`config.mk`:
```
export PLATFORM = sky130hd
export DESIGN_NAME = ssm_downspread
export DESIGN_NICKNAME = d
export VERILOG_FILES = /design/src/rtl/ssm_pkg.sv /design/src/rtl/ssm_gate.sv /design/src/rtl/ssm_phase.sv /design/src/rtl/ssm_shape.sv /design/src/rtl/ssm_downspread.sv
export SDC_FILE = /design/constraint.sdc
export NUM_CORES = 1
export LEC_CHECK = 0
export ABC_AREA = 1
export ABC_CLOCK_PERIOD_IN_PS = 13000
export CORE_UTILIZATION = 35
export DETAILED_ROUTE_END_ITERATION = 6
export PLACE_DENSITY_LB_ADDON = 0.15
export SYNTH_ARGS = -nofsm -noshare
export SYNTH_HDL_FRONTEND = slang
export SYNTH_SLANG_ARGS = --single-unit
```
`constraint.sdc`:
```
create_clock -name clk -period 13 [get_ports clk]
set_input_delay 1.95 -clock clk [delete_from_list [all_inputs] [get_ports clk]]
set_output_delay 1.95 -clock clk [all_outputs]
set_load 0.01 [all_outputs]
```
`src/rtl/ssm_pkg.sv`:
```
package ssm_pkg;
  localparam int unsigned CODE_W   = 5;
  localparam int unsigned DEPTH_LO = 1;
  localparam int unsigned DEPTH_HI = 25;
  localparam int unsigned PERMILLE = 1000;

  // Which half of the triangle the next phase sits in.
  typedef enum logic {SL_DEEPEN = 1'b0, SL_RECOVER = 1'b1} slope_e;

  function automatic logic code_legal(input logic [CODE_W-1:0] c);
    return (c >= CODE_W'(DEPTH_LO)) && (c <= CODE_W'(DEPTH_HI));
  endfunction
endpackage

```
`src/rtl/ssm_gate.sv`:
```
module ssm_gate
  import ssm_pkg::*;
(
  input  logic              spread_on,
  input  logic              use_alt_pll,
  input  logic [CODE_W-1:0] depth_code,
  output logic              run
);
  // Spread runs only on the first PLL, with the pin high and a legal depth.
  always_comb run = spread_on && !use_alt_pll && code_legal(depth_code);
endmodule

```
`src/rtl/ssm_phase.sv`:
```
module ssm_phase
  import ssm_pkg::*;
#(
  parameter  int unsigned MAX_K = 10,
  parameter  int unsigned KW    = 4,
  localparam int unsigned PH_W  = MAX_K + 1
) (
  input  logic            clk,
  input  logic            rst_n,
  input  logic            run,
  input  logic            tick,
  input  logic [KW-1:0]   half_exp,
  output logic [KW-1:0]   k_eff,
  output logic [PH_W-1:0] half,
  output logic [PH_W-1:0] phase_nx,
  output slope_e          slope_nx
);
  logic [PH_W-1:0] phase_q;
  logic [PH_W-1:0] last;
  logic            wrap_evt;

  always_comb begin
    if (half_exp < KW'(1))            k_eff = KW'(1);
    else if (half_exp > KW'(MAX_K))   k_eff = KW'(MAX_K);
    else                              k_eff = half_exp;
  end

  always_comb begin
    half     = PH_W'(1) << k_eff;
    last     = {PH_W{1'b1}} >> (KW'(MAX_K) - k_eff);
    wrap_evt = run && tick && (phase_q >= last);
    if (!run)          phase_nx = '0;
    else if (wrap_evt) phase_nx = '0;
    else if (tick)     phase_nx = phase_q + PH_W'(1);
    else               phase_nx = phase_q;
    slope_nx = (phase_nx >= half) ? SL_RECOVER : SL_DEEPEN;
  end

  always_ff @(posedge clk or negedge rst_n) begin
    if (!rst_n) phase_q <= '0;
    else        phase_q <= phase_nx;
  end

  // no tick, no movement
  p_hold_no_tick_r4: assert property (@(posedge clk) disable iff (!rst_n)
    run && !tick |=> $stable(phase_q));
  // end of period returns to the start
  p_wrap_to_start_r4: assert property (@(posedge clk) disable iff (!rst_n)
    wrap_evt |=> phase_q == '0);
  // a tick inside the period steps by exactly one
  p_single_step_r9: assert property (@(posedge clk) disable iff (!rst_n)
    run && tick && !wrap_evt |=> phase_q == $past(phase_q) + PH_W'(1));
  // gated off means the phase restarts
  p_idle_restart_r6: assert property (@(posedge clk) disable iff (!rst_n)
    !run |=> phase_q == '0);
endmodule

```
`src/rtl/ssm_shape.sv`:
```
module ssm_shape
  import ssm_pkg::*;
#(
  parameter  int unsigned DIV_W  = 16,
  parameter  int unsigned MAX_K  = 10,
  parameter  int unsigned KW     = 4,
  localparam int unsigned PH_W   = MAX_K + 1,
  localparam int unsigned PROD_W = DIV_W + CODE_W,
  localparam int unsigned MUL_W  = DIV_W + PH_W
) (
  input  logic              run,
  input  logic [DIV_W-1:0]  nominal,
  input  logic [CODE_W-1:0] code,
  input  logic [PH_W-1:0]   phase_nx,
  input  logic [PH_W-1:0]   half,
  input  slope_e            slope_nx,
  input  logic [KW-1:0]     k_eff,
  output logic [DIV_W-1:0]  peak,
  output logic [DIV_W-1:0]  level
);
  logic [PH_W-1:0] pos;

  // Apex of the triangle: nominal * code / 1000, rounded down.
  function automatic logic [DIV_W-1:0] peak_of(input logic [DIV_W-1:0] nom,
                                               input logic [CODE_W-1:0] c);
    logic [PROD_W-1:0] prod;
    logic [PROD_W-1:0] quo;
    prod = PROD_W'(nom) * PROD_W'(c);
    quo  = prod / PROD_W'(PERMILLE);
    return quo[DIV_W-1:0];
  endfunction

  // Ramp sample: apex * pos / 2^k, rounded down; pos never exceeds 2^k.
  function automatic logic [DIV_W-1:0] scale_tri(input logic [DIV_W-1:0] pk,
                                                 input logic [PH_W-1:0]  p,
                                                 input logic [KW-1:0]    k);
    logic [MUL_W-1:0] prod;
    prod = MUL_W'(pk) * MUL_W'(p);
    prod = prod >> k;
    return prod[DIV_W-1:0];
  endfunction

  always_comb begin
    peak = peak_of(nominal, code);
    if (slope_nx == SL_RECOVER) pos = half - (phase_nx - half);
    else                        pos = phase_nx;
    level = run ? scale_tri(peak, pos, k_eff) : '0;
  end
endmodule

```
`src/rtl/ssm_downspread.sv`:
```
module ssm_downspread
  import ssm_pkg::*;
#(
  parameter  int unsigned DIV_W = 16,
  parameter  int unsigned MAX_K = 10,
  parameter  int unsigned KW    = 4,
  localparam int unsigned PH_W  = MAX_K + 1
) (
  input  logic              clk,
  input  logic              rst_n,
  input  logic              ref_tick,
  input  logic              spread_on,
  input  logic              use_alt_pll,
  input  logic [CODE_W-1:0] depth_code,
  input  logic [KW-1:0]     half_exp,
  input  logic [DIV_W-1:0]  nominal_div,
  output logic [DIV_W-1:0]  spread_offset
);
  logic             run_w;
  logic [KW-1:0]    k_eff_w;
  logic [PH_W-1:0]  half_w;
  logic [PH_W-1:0]  phase_nx_w;
  slope_e           slope_nx_w;
  logic [DIV_W-1:0] peak_w;
  logic [DIV_W-1:0] level_w;

  ssm_gate u_gate (
    .spread_on   (spread_on),
    .use_alt_pll (use_alt_pll),
    .depth_code  (depth_code),
    .run         (run_w)
  );

  ssm_phase #(.MAX_K(MAX_K), .KW(KW)) u_phase (
    .clk      (clk),
    .rst_n    (rst_n),
    .run      (run_w),
    .tick     (ref_tick),
    .half_exp (half_exp),
    .k_eff    (k_eff_w),
    .half     (half_w),
    .phase_nx (phase_nx_w),
    .slope_nx (slope_nx_w)
  );

  ssm_shape #(.DIV_W(DIV_W), .MAX_K(MAX_K), .KW(KW)) u_shape (
    .run      (run_w),
    .nominal  (nominal_div),
    .code     (depth_code),
    .phase_nx (phase_nx_w),
    .half     (half_w),
    .slope_nx (slope_nx_w),
    .k_eff    (k_eff_w),
    .peak     (peak_w),
    .level    (level_w)
  );

  always_ff @(posedge clk or negedge rst_n) begin
    if (!rst_n) spread_offset <= '0;
    else        spread_offset <= level_w;
  end

  // down spread only, bounded by the apex
  p_below_apex_r3: assert property (@(posedge clk) disable iff (!rst_n)
    run_w |=> spread_offset <= $past(peak_w));
  // phase zero is the nominal point
  p_start_nominal_r3: assert property (@(posedge clk) disable iff (!rst_n)
    run_w && (phase_nx_w == '0) |=> spread_offset == '0);
  // enable pin low zeroes the offset
  p_pin_off_r6: assert property (@(posedge clk) disable iff (!rst_n)
    !spread_on |=> spread_offset == '0);
  // second-PLL outputs are never spread
  p_alt_pll_r7: assert property (@(posedge clk) disable iff (!rst_n)
    use_alt_pll |=> spread_offset == '0);
  // out-of-range depth code gives no spread
  p_bad_code_r8: assert property (@(posedge clk) disable iff (!rst_n)
    !code_legal(depth_code) |=> spread_offset == '0);
endmodule

```
# --- Yosys cells after proc, flatten, opt, wreduce, memory -nomap -nowiden ---
# Index checks and enable logic that the tools add are counted.
# Widths: inputs -> output; s select.
word_totals:
  in_bits: 30
  out_inout_bits: 16
  ff_bits: 27
op_classes:
  shift: 3
  muxes: 8
  magnitude_cmp: 6
  mul: 2
  div_mod_pow: 1
  add_sub_neg: 4
  n_reduce_logical: 6
op_table:
  columns: ["operator", "n"]
  rows:
  - ["$mux 11", 4]
  - ["$mul 16x11->27", 1]
  - ["$shr 27x4->16", 1]
  - ["$ge 11x11->1", 2]
  - ["$sub 11x11->11", 2]
  - ["$div 21x10->21 const B", 1]
  - ["$mul 16x5->21", 1]
  - ["$mux 16", 1]
  - ["$add 11x1->11 const B", 1]
  - ["$shl 1x4->11 const A", 1]
  - ["$shr 11x4->11 const A", 1]
  - ["$mux 4", 2]
  - ["$ge 5x1->1 const B", 1]
  - ["$le 5x5->1 const B", 1]
  - ["$logic_and 1x1->1", 5]
  - ["$gt 4x4->1 const B", 1]
  - ["$lt 4x1->1 const B", 1]
  - ["$sub 4x4->4 const A", 1]
  - ["$logic_not 1->1", 1]
  - ["$mux 1", 1]

# --- Logic depth before layout (Yosys ltp) ---
# Gate-level depths: netlist of the first run.
logic_depth:
  word_depth: 15
  mapped_depth: 125

# --- Cells and area by module ---
# From an unflattened synthesis of the first run, not the netlist that was laid out.
hier_totals:
  hier_cells: 1994
  area_unflattened_um2: 12921.1
modules_own_cells:
  columns: ["mod", "cells_per_inst", "area_per_inst_um2", "instances", "seq_area_each_um2"]
  rows:
  - ["ssm_shape", 1765, 11074.4, 1, 0.0]
  - ["ssm_phase", 202, 1401.3, 1, 275.3]
  - ["ssm_downspread", 16, 400.4, 1, 400.4]
  - ["ssm_gate", 11, 45.0, 1, 0.0]

# --- Worst setup path after synthesis of the first run ---
# No wires, ideal clock.
synth_path:
  path_type: "input -> register"
  startpoint: "input port depth_code[4]"
  endpoint: "register spread_offset[15]"
  arrival_ns: 15.569
  setup_ns: 0.121
  path_stages: 111
  path_slack_ns: -2.690
  path_cell_list: "clkbuf_1 -> clkbuf_1 -> nand2_1 -> inv_1 -> fa_1 -> fa_1 -> inv_1 -> fa_1 -> inv_1 -> ha_1 -> or2_0 -> nand3_1 -> nand2_1 -> nand2_1 -> nand2_1 -> nand2_1 -> nand2_1 -> nand2_1 -> (+75 left out) -> o21a_1 -> nor2_1 -> o21ai_0 -> nand3_1 -> nand2_1 -> a21oi_1 -> o21bai_1 -> nand3_1 -> nand2_1 -> a21oi_1 -> nor2_1 -> nor2_1 -> xor2_1 -> nand2_1 -> o21ai_0 -> o21ai_0 -> o21ai_0 -> nor2_1"
synth_between:
  elab_chain_cells: 13
synth_lines:
  columns: ["element", "line_no", "rtl"]
  rows:
  - ["from (decl)", "ssm_downspread.sv:14", "input logic [CODE_W-1:0] depth_code,"]
  - ["branches (longest 12 deep; another with $mul 16x11->27)", null, null]
  - ["$mux 16 *", "ssm_shape.sv:47", "level = run ? scale_tri(peak, pos, k_eff) : '0;"]
  - ["named net level_w[15]", "ssm_downspread.sv:25", "logic [DIV_W-1:0] level_w;"]
  - ["to (signal assigned)", "ssm_downspread.sv:60", "else spread_offset <= level_w;"]
  - ["to (decl)", "ssm_downspread.sv:17", "output logic [DIV_W-1:0] spread_offset"]
# Mark *: on every way through the listed nets, which the timed path passes.

# --- Final worst setup path of the first run ---
layout_path:
  startpoint: "input port nominal_div[11]"
  endpoint: "register spread_offset[14]"
layout_between:
  elab_chain_cells: 5
layout_lines:
  columns: ["element", "line_no", "rtl"]
  rows:
  - ["from (decl)", "ssm_downspread.sv:16", "input logic [DIV_W-1:0] nominal_div,"]
  - ["$mul 16x5->21", "ssm_shape.sv:28", "prod = PROD_W'(nom) * PROD_W'(c);"]
  - ["$div 21x10->21", "ssm_shape.sv:29", "quo = prod / PROD_W'(PERMILLE);"]
  - ["$mul 16x11->27", "ssm_shape.sv:38", "prod = MUL_W'(pk) * MUL_W'(p);"]
  - ["$shr 27x4->16", "ssm_shape.sv:39", "prod = prod >> k;"]
  - ["$mux 16", "ssm_shape.sv:47", null]
  - ["named net level_w[14]", "ssm_downspread.sv:25", null]
# The timed path passes the listed nets, and every way through them passes these cells.

==> qor.csv, run 1 <==
metric,value,unit
nets,2606,
vias_per_cell,4.72,
area_delta_synth_final,44.0,%
antenna_found_initial,0,
synthesis.area,0.0127,mm2
syn_area_per_cell,6.51,um2
ios,46,
synthArstFlopShare,1.00,
path_delay_family,simple AND/OR/NAND/NOR gates,
grt.overflow.total,0,
setup_viol,16,
cts_buffers,3,
insertion_delay,270,ps
drtPass1Iterations,5,
cts_tree,yes,
wl,35700,um
syn_inst,1947,
tightest_slew,573,ps
r2r-start,u_phase.phase_q[2],
cts.sinks,27,
vias,13051,
min_period,15510,ps
ys_types,55,
outcome,finished with violations,
path_clk_slew,70,ps
die-area,0.0370,mm2
finalCritPeriodShare,1.19,
drcViolationCount,0,
slew_headroom,0.616,
syn-num-nets,2246,
route.detailed.wl_per_inst,12.9,um
core-area,0.0356,mm2
crit_top_cell,nand2_4,
yosys.area.top_type,fa_1,
layout_setup_ws,-2510,ps
drv_cap,0,
synth_warnings,0,
drtIter0Drc,377,
clock_skew,3.50,ps
num_rows,69,
grt_setup_unrepaired,true,
post-place-ws,-3450,ps
cts-htree-levels,1,
hp-class,reg -> reg,
synth_edf_count,0,
ctsLongestPathBuffers,2,
root_buffer,clkbuf_16,
portBuffers,45,
synth.area.top_cells,"fa_1 21%, nand2_1 15%, ha_1 13%",
max_stage_delay,530,ps
utilization,0.514,
cp_data_arrival_time,15680,ps
crit_fanout,6,
grt_pass1_vias,13208,
synthFlopType,dfrtp_1,
crit_buf_inv,19,
start_util,0.357,
hpwl,29300,um
post_route_cells_drive_above_1_share,0.364,
violations,negative setup slack,
grt_pass1_wl,59700,um
grt_max_degree,34,
ys_ff_latch,27,
crit_type,in -> reg,
hold_violations,0,
cp-end-kind,flip-flop,
startpoint,nominal_div[11],
min-delay-start,u_phase.phase_q[9],
grt_use_total,0.195,
place.gp.congestion,0.893,
slowest_stage,fa_1,
final_cells,2767,
die_y,192,um
diodes,0,
max_freq,64.5,MHz
dpl.cell_count,2688,
yosysSeqAreaShare,0.0533,
yosysTopAreaCellShare,0.210,
ant_nets,0,
die_x,192,um
required,13170,ps
finalMaxSlewViolations,0,
startpoint_type,input port,
[synth_stat cells, types with 9 or more instances]
master / instances
o21bai_1: 10
clkinv_1: 9
nor2_1: 159
nor2_2: 10
clkbuf_1: 26
xnor2_1: 13
nand2_2: 37
inv_2: 32
nand3_2: 14
o21ai_1: 16
nor3_1: 13
ha_1: 136
fa_1: 133
xor2_1: 34
nand2_4: 12
a21oi_1: 66
nand3_1: 101
dfrtp_1: 27
nand2_1: 495
inv_1: 425
o21ai_0: 67
[through the flow]
step | hold WS [ps] | instance area (um2) | setup TNS [ps]
after CTS | 669 | 17000 | -33580
after global placement | 651 | 16100 | -46440
after global routing | 734 | 18300 | -48950
after floorplan | 595 | 13300 | -23990
final | 670 | 18300 | -34510
after detailed placement | 654 | 16100 | -50160
[routing by layer]
| layer | GRT usage | vias to the layer above | wire (um) |
|---|---|---|---|
| li1 | - | 6652 | - |
| met1 | 0.240 | 6250 | 15800 |
| met2 | 0.371 | 119 | 18800 |
| met3 | 0.00964 | 30 | 491 |
| met4 | 0.0385 | 0 | 640 |
| met5 | 0 | - | 0 |
[flip-flops by register name, summed over array words and instances (netlist names)]
register and cells:
spread_offset 16, u_phase.phase_q 11
[path summary, 6_finish.rpt]
path / to / slack, ps / cells past startpoint
worst min-delay path: u_phase.phase_q[9] / 670 / 2
worst max-delay path: spread_offset[14] / -2510 / 111
worst max register to register: spread_offset[14] / 3280 / 50
max in group asynchronous: spread_offset[13] / 10670 / 2
worst min register to register: u_phase.phase_q[9] / 670 / 2
min in group asynchronous: u_phase.phase_q[5] / 2050 / 2
[timing repair]
item	in CTS	in global routing
pin swaps	114	171
endpoints found under the setup margin	16	16
cloned	3	0
hold endpoints to repair	0	0
hold buffers	0	0
gates resized for setup	160	256
buffers inserted	41	34
[cells by family after synthesis]
logic type | after synthesis | share of synthesized area
fa+ha+maj | 269 | 0.344
simple gates | 886 | 0.316
xor+xnor | 47 | 0.0325
flops | 27 | 0.0533
buf+inv | 505 | 0.155
compound gates | 209 | 0.0966
mux | 4 | 0.00316
[layout make-up]
type                    count  area [um2]
fillers                  3530       17300
flip-flops and latches     27         676
clock buffers               3        75.1
well taps                 461         577
repair buffers            394        3200
clock inverters             1        7.51
inverters                 466        1780
multi-input cells        1415       12000
[layout by cell type, fill, tap and decap left out, types with 23 or more instances in the layout]
cell type and count:
inv_2 64, nand2_1 375, o21ai_2 30, nand2_2 101
nand2_4 63, nand3_2 41, nand3_1 57, ha_1 113
dfrtp_1 27, inv_1 384, fa_1 128, o21ai_0 37
clkdlybuf4s50_1 28, buf_6 23, buf_4 322, a21oi_1 42
nor2_1 131
[worst register-to-register path, delay by kind of cell (launching register included)]
| kind | cells | cell delay, ps |
|---|---|---|
| AO/OA/AOI/OAI | 16 | 2530 |
| buffers and inverters | 7 | 670 |
| AND/OR/NAND/NOR | 17 | 1820 |
| flip-flops | 1 | 410 |
| adder cells (fa/ha/maj) | 8 | 3820 |
| XOR/XNOR | 2 | 350 |
Power of run 1 is left out: the tool's default activity adds up to more than one toggle a clock period on the data nets, which glitch-free logic cannot reach.
==> inputs of run 2 (changes only) <==
--- a/config.mk
+++ b/config.mk
@@ -7,6 +7,8 @@
 export LEC_CHECK = 0
 export ABC_AREA = 1
 export ABC_CLOCK_PERIOD_IN_PS = 13000
+export CORE_ASPECT_RATIO = 0.5
+export CORE_MARGIN = 3
 export CORE_UTILIZATION = 35
 export DETAILED_ROUTE_END_ITERATION = 6
 export PLACE_DENSITY_LB_ADDON = 0.15
==> run 2 against run 1 <==
Against the previous run:
- maximum frequency hardly changed
- die area is 4.6% higher
- global-route usage is 1.6 points lower
- non-clock buffer count is 10 higher
- critical path type unchanged
- clock-buffer cell count stayed put
- critical path depth is 2 lower
- wire length is 0.62% lower
- via count is 2.1% lower
- worst setup slack better by 15 ps
- first-iteration DRC count is 36% higher
- the run still ends with negative setup slack left
- utilization is 1.6 points higher
==> qor.csv, run 2 (synthesis gave the netlist of run 1 again) <==
metric,value,unit
outcome,finished with violations,
r2r-start,u_phase.phase_q[2],
violations,negative setup slack,
vias,12782,
grt_max_degree,34,
drtPass1Iterations,5,
final_cell_mix,"373 x inv_1, 369 x nand2_1, 332 x buf_4",
holdWs,741,ps
reg2reg_to,spread_offset[14],
cts-htree-levels,1,
route.detailed.wl_per_inst,12.7,um
cts.sinks,27,
antenna_found_initial,0,
reg2reg_depth,51,
dpl.cell_count,2700,
setup_viol,16,
grt.overflow.total,0,
crit_type,in -> reg,
slew_headroom,0.549,
core-area,0.0351,mm2
cts_hold_buffers,0,
finalCritPeriodShare,1.19,
largest_register_ffs,16,
post_route_cells_drive_above_1_share,0.383,
num_rows,48,
fin_setup_tns,-36170,ps
layout_commonest_cell,inv_1,
root_buffer,clkbuf_16,
finalMaxSlewViolations,0,
ctsLongestPathBuffers,2,
hp-class,reg -> reg,
required,13160,ps
portBuffers,45,
ant_nets,0,
die-area,0.0387,mm2
whs_path_depth,3,
tightest_slew,674,ps
start_util,0.362,
startpoint,depth_code[4],
crit_fanout,6,
grt_pass1_wl,58800,um
cp_data_arrival_time,15650,ps
grt_pass1_vias,12587,
drcViolationCount,0,
whs_endpoint,u_phase.phase_q[10],
cts_tree,yes,
vias_per_cell,4.58,
drv_cap,0,
min-delay-start,u_phase.phase_q[10],
slowest_stage,fa_1,
utilization,0.530,
cts_buffers,3,
min_period,15490,ps
reg_top3,"spread_offset: 16 flops, u_phase.phase_q: 11 flops",
ios,46,
grt_use_total,0.179,
startpoint_type,input port,
diodes,0,
grt_setup_unrepaired,true,
nets,2616,
max_stage_delay,510,ps
hold_violations,0,
area_delta_synth_final,46.5,%
wl,35500,um
die_x,275,um
max_freq,64.6,MHz
regMostFlops,spread_offset,
reg2reg_slack,3400,ps
die_y,141,um
hpwl,29300,um
place.gp.congestion,0.858,
final_cells,2791,
fillers,3433,
insertion_delay,260,ps
clock_skew,6.83,ps
layout_setup_ws,-2490,ps
cp-end-kind,flip-flop,
drtIter0Drc,512,
crit_top_cell,nand2_4,
path_clk_slew,70,ps
-- run 2: worst max-delay path by stage --
stage                                    to  depth (start not counted)  slack (ps)
after floorplan           spread_offset[15]                        113       -1900
after global placement    spread_offset[14]                        114       -3410
after detailed placement  spread_offset[14]                        114       -3520
after CTS                 spread_offset[13]                        109       -2330
after global routing      spread_offset[14]                        112       -3370
final                     spread_offset[14]                        109       -2490
-- run 2: what timing repair did --
item | in CTS | in global routing
endpoints found under the setup margin | 16 | 16
cloned | 2 | 0
buffers inserted | 61 | 26
pin swaps | 173 | 156
gates resized for setup | 244 | 253
-- run 2: area by class of cell --
cell class | instances | area [um2] | area share
clock buffers | 3 | 75.1 | 0.00404
clock inverters | 1 | 5.00 | 0.000269
inverters | 466 | 1780 | 0.0960
repair buffers | 404 | 3270 | 0.176
flip-flops and latches | 27 | 676 | 0.0364
well taps | 475 | 594 | 0.0320
multi-input cells | 1415 | 12200 | 0.656
-- run 2: per-layer routing --
layer | up-vias | wire length, um | track usage
li1 | 6670 | - | -
met1 | 5934 | 17400 | 0.253
met2 | 156 | 16900 | 0.314
met3 | 22 | 896 | 0.0100
met4 | 0 | 331 | 0.0158
met5 | - | 0 | 0
-- run 2: per-stage QoR --
step | area [um2] | setup slack [ps]
final | 18600 | -2490
after global routing | 18600 | -3370
after CTS | 17300 | -2330
after detailed placement | 16100 | -3520
after global placement | 16100 | -3410
after floorplan | 13300 | -1900
-- run 2: worst max-delay path: cells and delay by family --
kind                     cells  cell delay (ps)
XOR/XNOR                     1              170
adder cells (fa/ha/maj)     10             3820
buffers and inverters       20             1530
AND/OR/NAND/NOR             62             5810
AO/OA/AOI/OAI               16             2300
Power of run 2 is left out for the same reason.
==> inputs of run 3 (changes only) <==
--- a/config.mk
+++ b/config.mk
@@ -11,7 +11,7 @@
 export CORE_MARGIN = 3
 export CORE_UTILIZATION = 35
 export DETAILED_ROUTE_END_ITERATION = 6
-export PLACE_DENSITY_LB_ADDON = 0.15
+export PLACE_DENSITY = 0.6
 export SYNTH_ARGS = -nofsm -noshare
 export SYNTH_HDL_FRONTEND = slang
 export SYNTH_SLANG_ARGS = --single-unit
==> run 3 against run 2 <==
Against the previous run:
- the flow finishes with violations (design-rule violations, negative setup slack)
- cell count is 0.43% lower
- die area unchanged
- global-route usage up 0.13 points
- critical endpoint unchanged
==> qor.csv, run 3 (synthesis gave the netlist of run 1 again) <==
metric,value,unit
route.detailed.wl_per_inst,12.9,um
vias_per_cell,4.69,
final_cells,2779,
grt_max_degree,34,
die-area,0.0387,mm2
finalCritPeriodShare,1.19,
place.gp.congestion,0.877,
hold_violations,0,
finalMaxSlewViolations,0,
hp-class,reg -> reg,
drv_cap,0,
grt_pass1_vias,12578,
regArea,676,um2
outcome,finished with violations,
wl,35900,um
drtPass1Iterations,7,
largest_register_ffs,16,
antenna_found_initial,0,
ant_nets,0,
portBuffers,45,
die_y,141,um
fillers,3422,
reg_top3,"spread_offset: 16 flops, u_phase.phase_q: 11 flops",
drtIter0Drc,652,
layout_setup_ws,-2450,ps
hpwl,29000,um
root_buffer,clkbuf_16,
die_x,275,um
num_rows,48,
cts_tree,yes,
post_route_cells_drive_above_1_share,0.372,
crit_fanout,6,
start_util,0.362,
min_period,15450,ps
startpoint_type,input port,
violations,"design-rule violations, negative setup slack",
tightest_slew,487,ps
regMostFlops,spread_offset,
ctsLongestPathBuffers,2,
crit_top_cell,nand2_4,
area_delta_synth_final,44.4,%
grt_use_total,0.180,
drcViolationCount,1,
grt.overflow.total,0,
path_clk_slew,70,ps
crit_type,in -> reg,
required,13170,ps
slowest_stage,fa_1,
max_stage_delay,600,ps
vias,13043,
cts_buffers,3,
dpl.cell_count,2700,
diodes,0,
cts_hold_buffers,0,
multi_input_area,0.0120,mm2
cts-htree-levels,1,
ios,46,
slew_headroom,0.674,
nets,2604,
core-area,0.0351,mm2
grt_pass1_wl,59200,um
cts.sinks,27,
cp-end-kind,flip-flop,
insertion_delay,260,ps
clock_skew,6.42,ps
layout_commonest_cell,inv_1,
max_freq,64.7,MHz
grt_setup_unrepaired,true,
cp_data_arrival_time,15620,ps
final_cell_mix,"379 x inv_1, 368 x nand2_1, 316 x buf_4",
setup_viol,16,
run 3: cell types whose count changed in the layout (fill, tap and decap cells not counted), sizes merged:
cell	before	now
buf	368	357
clkbuf	3	5
clkdlybuf4s15	6	5
dlygate4sd2	3	2
inv	459	458
run 3: layout make-up:
| class | instances | area share |
|---|---|---|
| multi-input cells | 1415 | 0.655 |
| clock buffers | 4 | 0.00430 |
| inverters | 466 | 0.0974 |
| well taps | 475 | 0.0325 |
| flip-flops and latches | 27 | 0.0369 |
| repair buffers | 392 | 0.174 |
run 3: worst paths after layout:
kind,slack [ps],cells past startpoint,start,endpoint
setup / recovery,-2450,97,depth_code[4],spread_offset[14]
hold / removal,690,3,u_phase.phase_q[10],u_phase.phase_q[10]
setup reg to reg,3280,52,u_phase.phase_q[2],spread_offset[14]
hold reg to reg,690,3,u_phase.phase_q[10],u_phase.phase_q[10]
max in group asynchronous,10660,2,rst_n,spread_offset[5]
min in group asynchronous,2060,2,rst_n,spread_offset[12]
run 3: stage by stage:
step	instance area (um2)	hold WS, ps	setup slack [ps]	utilization	setup TNS [ps]
global placement	16100	658	-3290	0.460	-47530
floorplan	13300	595	-1900	-	-23990
CTS	17200	682	-2360	0.490	-32960
detailed placement	16100	669	-3430	0.460	-50100
finish	18300	691	-2450	0.522	-34720
global route	18300	717	-3450	0.522	-50500
run 3: timing repair:
item,in CTS,in global routing
endpoints found under the setup margin,16,16
gates resized for setup,238,234
pin swaps,182,149
cloned,3,0
buffers inserted,42,32
run 3: critical path, delay by kind of cell:
family                     cells  cell delay, ps
buffers and inverters         15            1220
AOI/OAI and AO/OA             12            2020
and+or+nand+nor               58            5480
xor gates and xnor gates       2             250
adders and majority gates     10            4680
run 3: layer usage:
| metal | vias to the layer above | part of all wire | global-route usage |
|---|---|---|---|
| met2 | 203 | 0.49 | 0.318 |
| li1 | 6651 | - | - |
| met4 | 0 | 0.0061 | 0.00971 |
| met3 | 21 | 0.029 | 0.0105 |
| met5 | - | 0 | 0 |
| met1 | 6168 | 0.48 | 0.255 |
Power of run 3 is left out for the same reason.
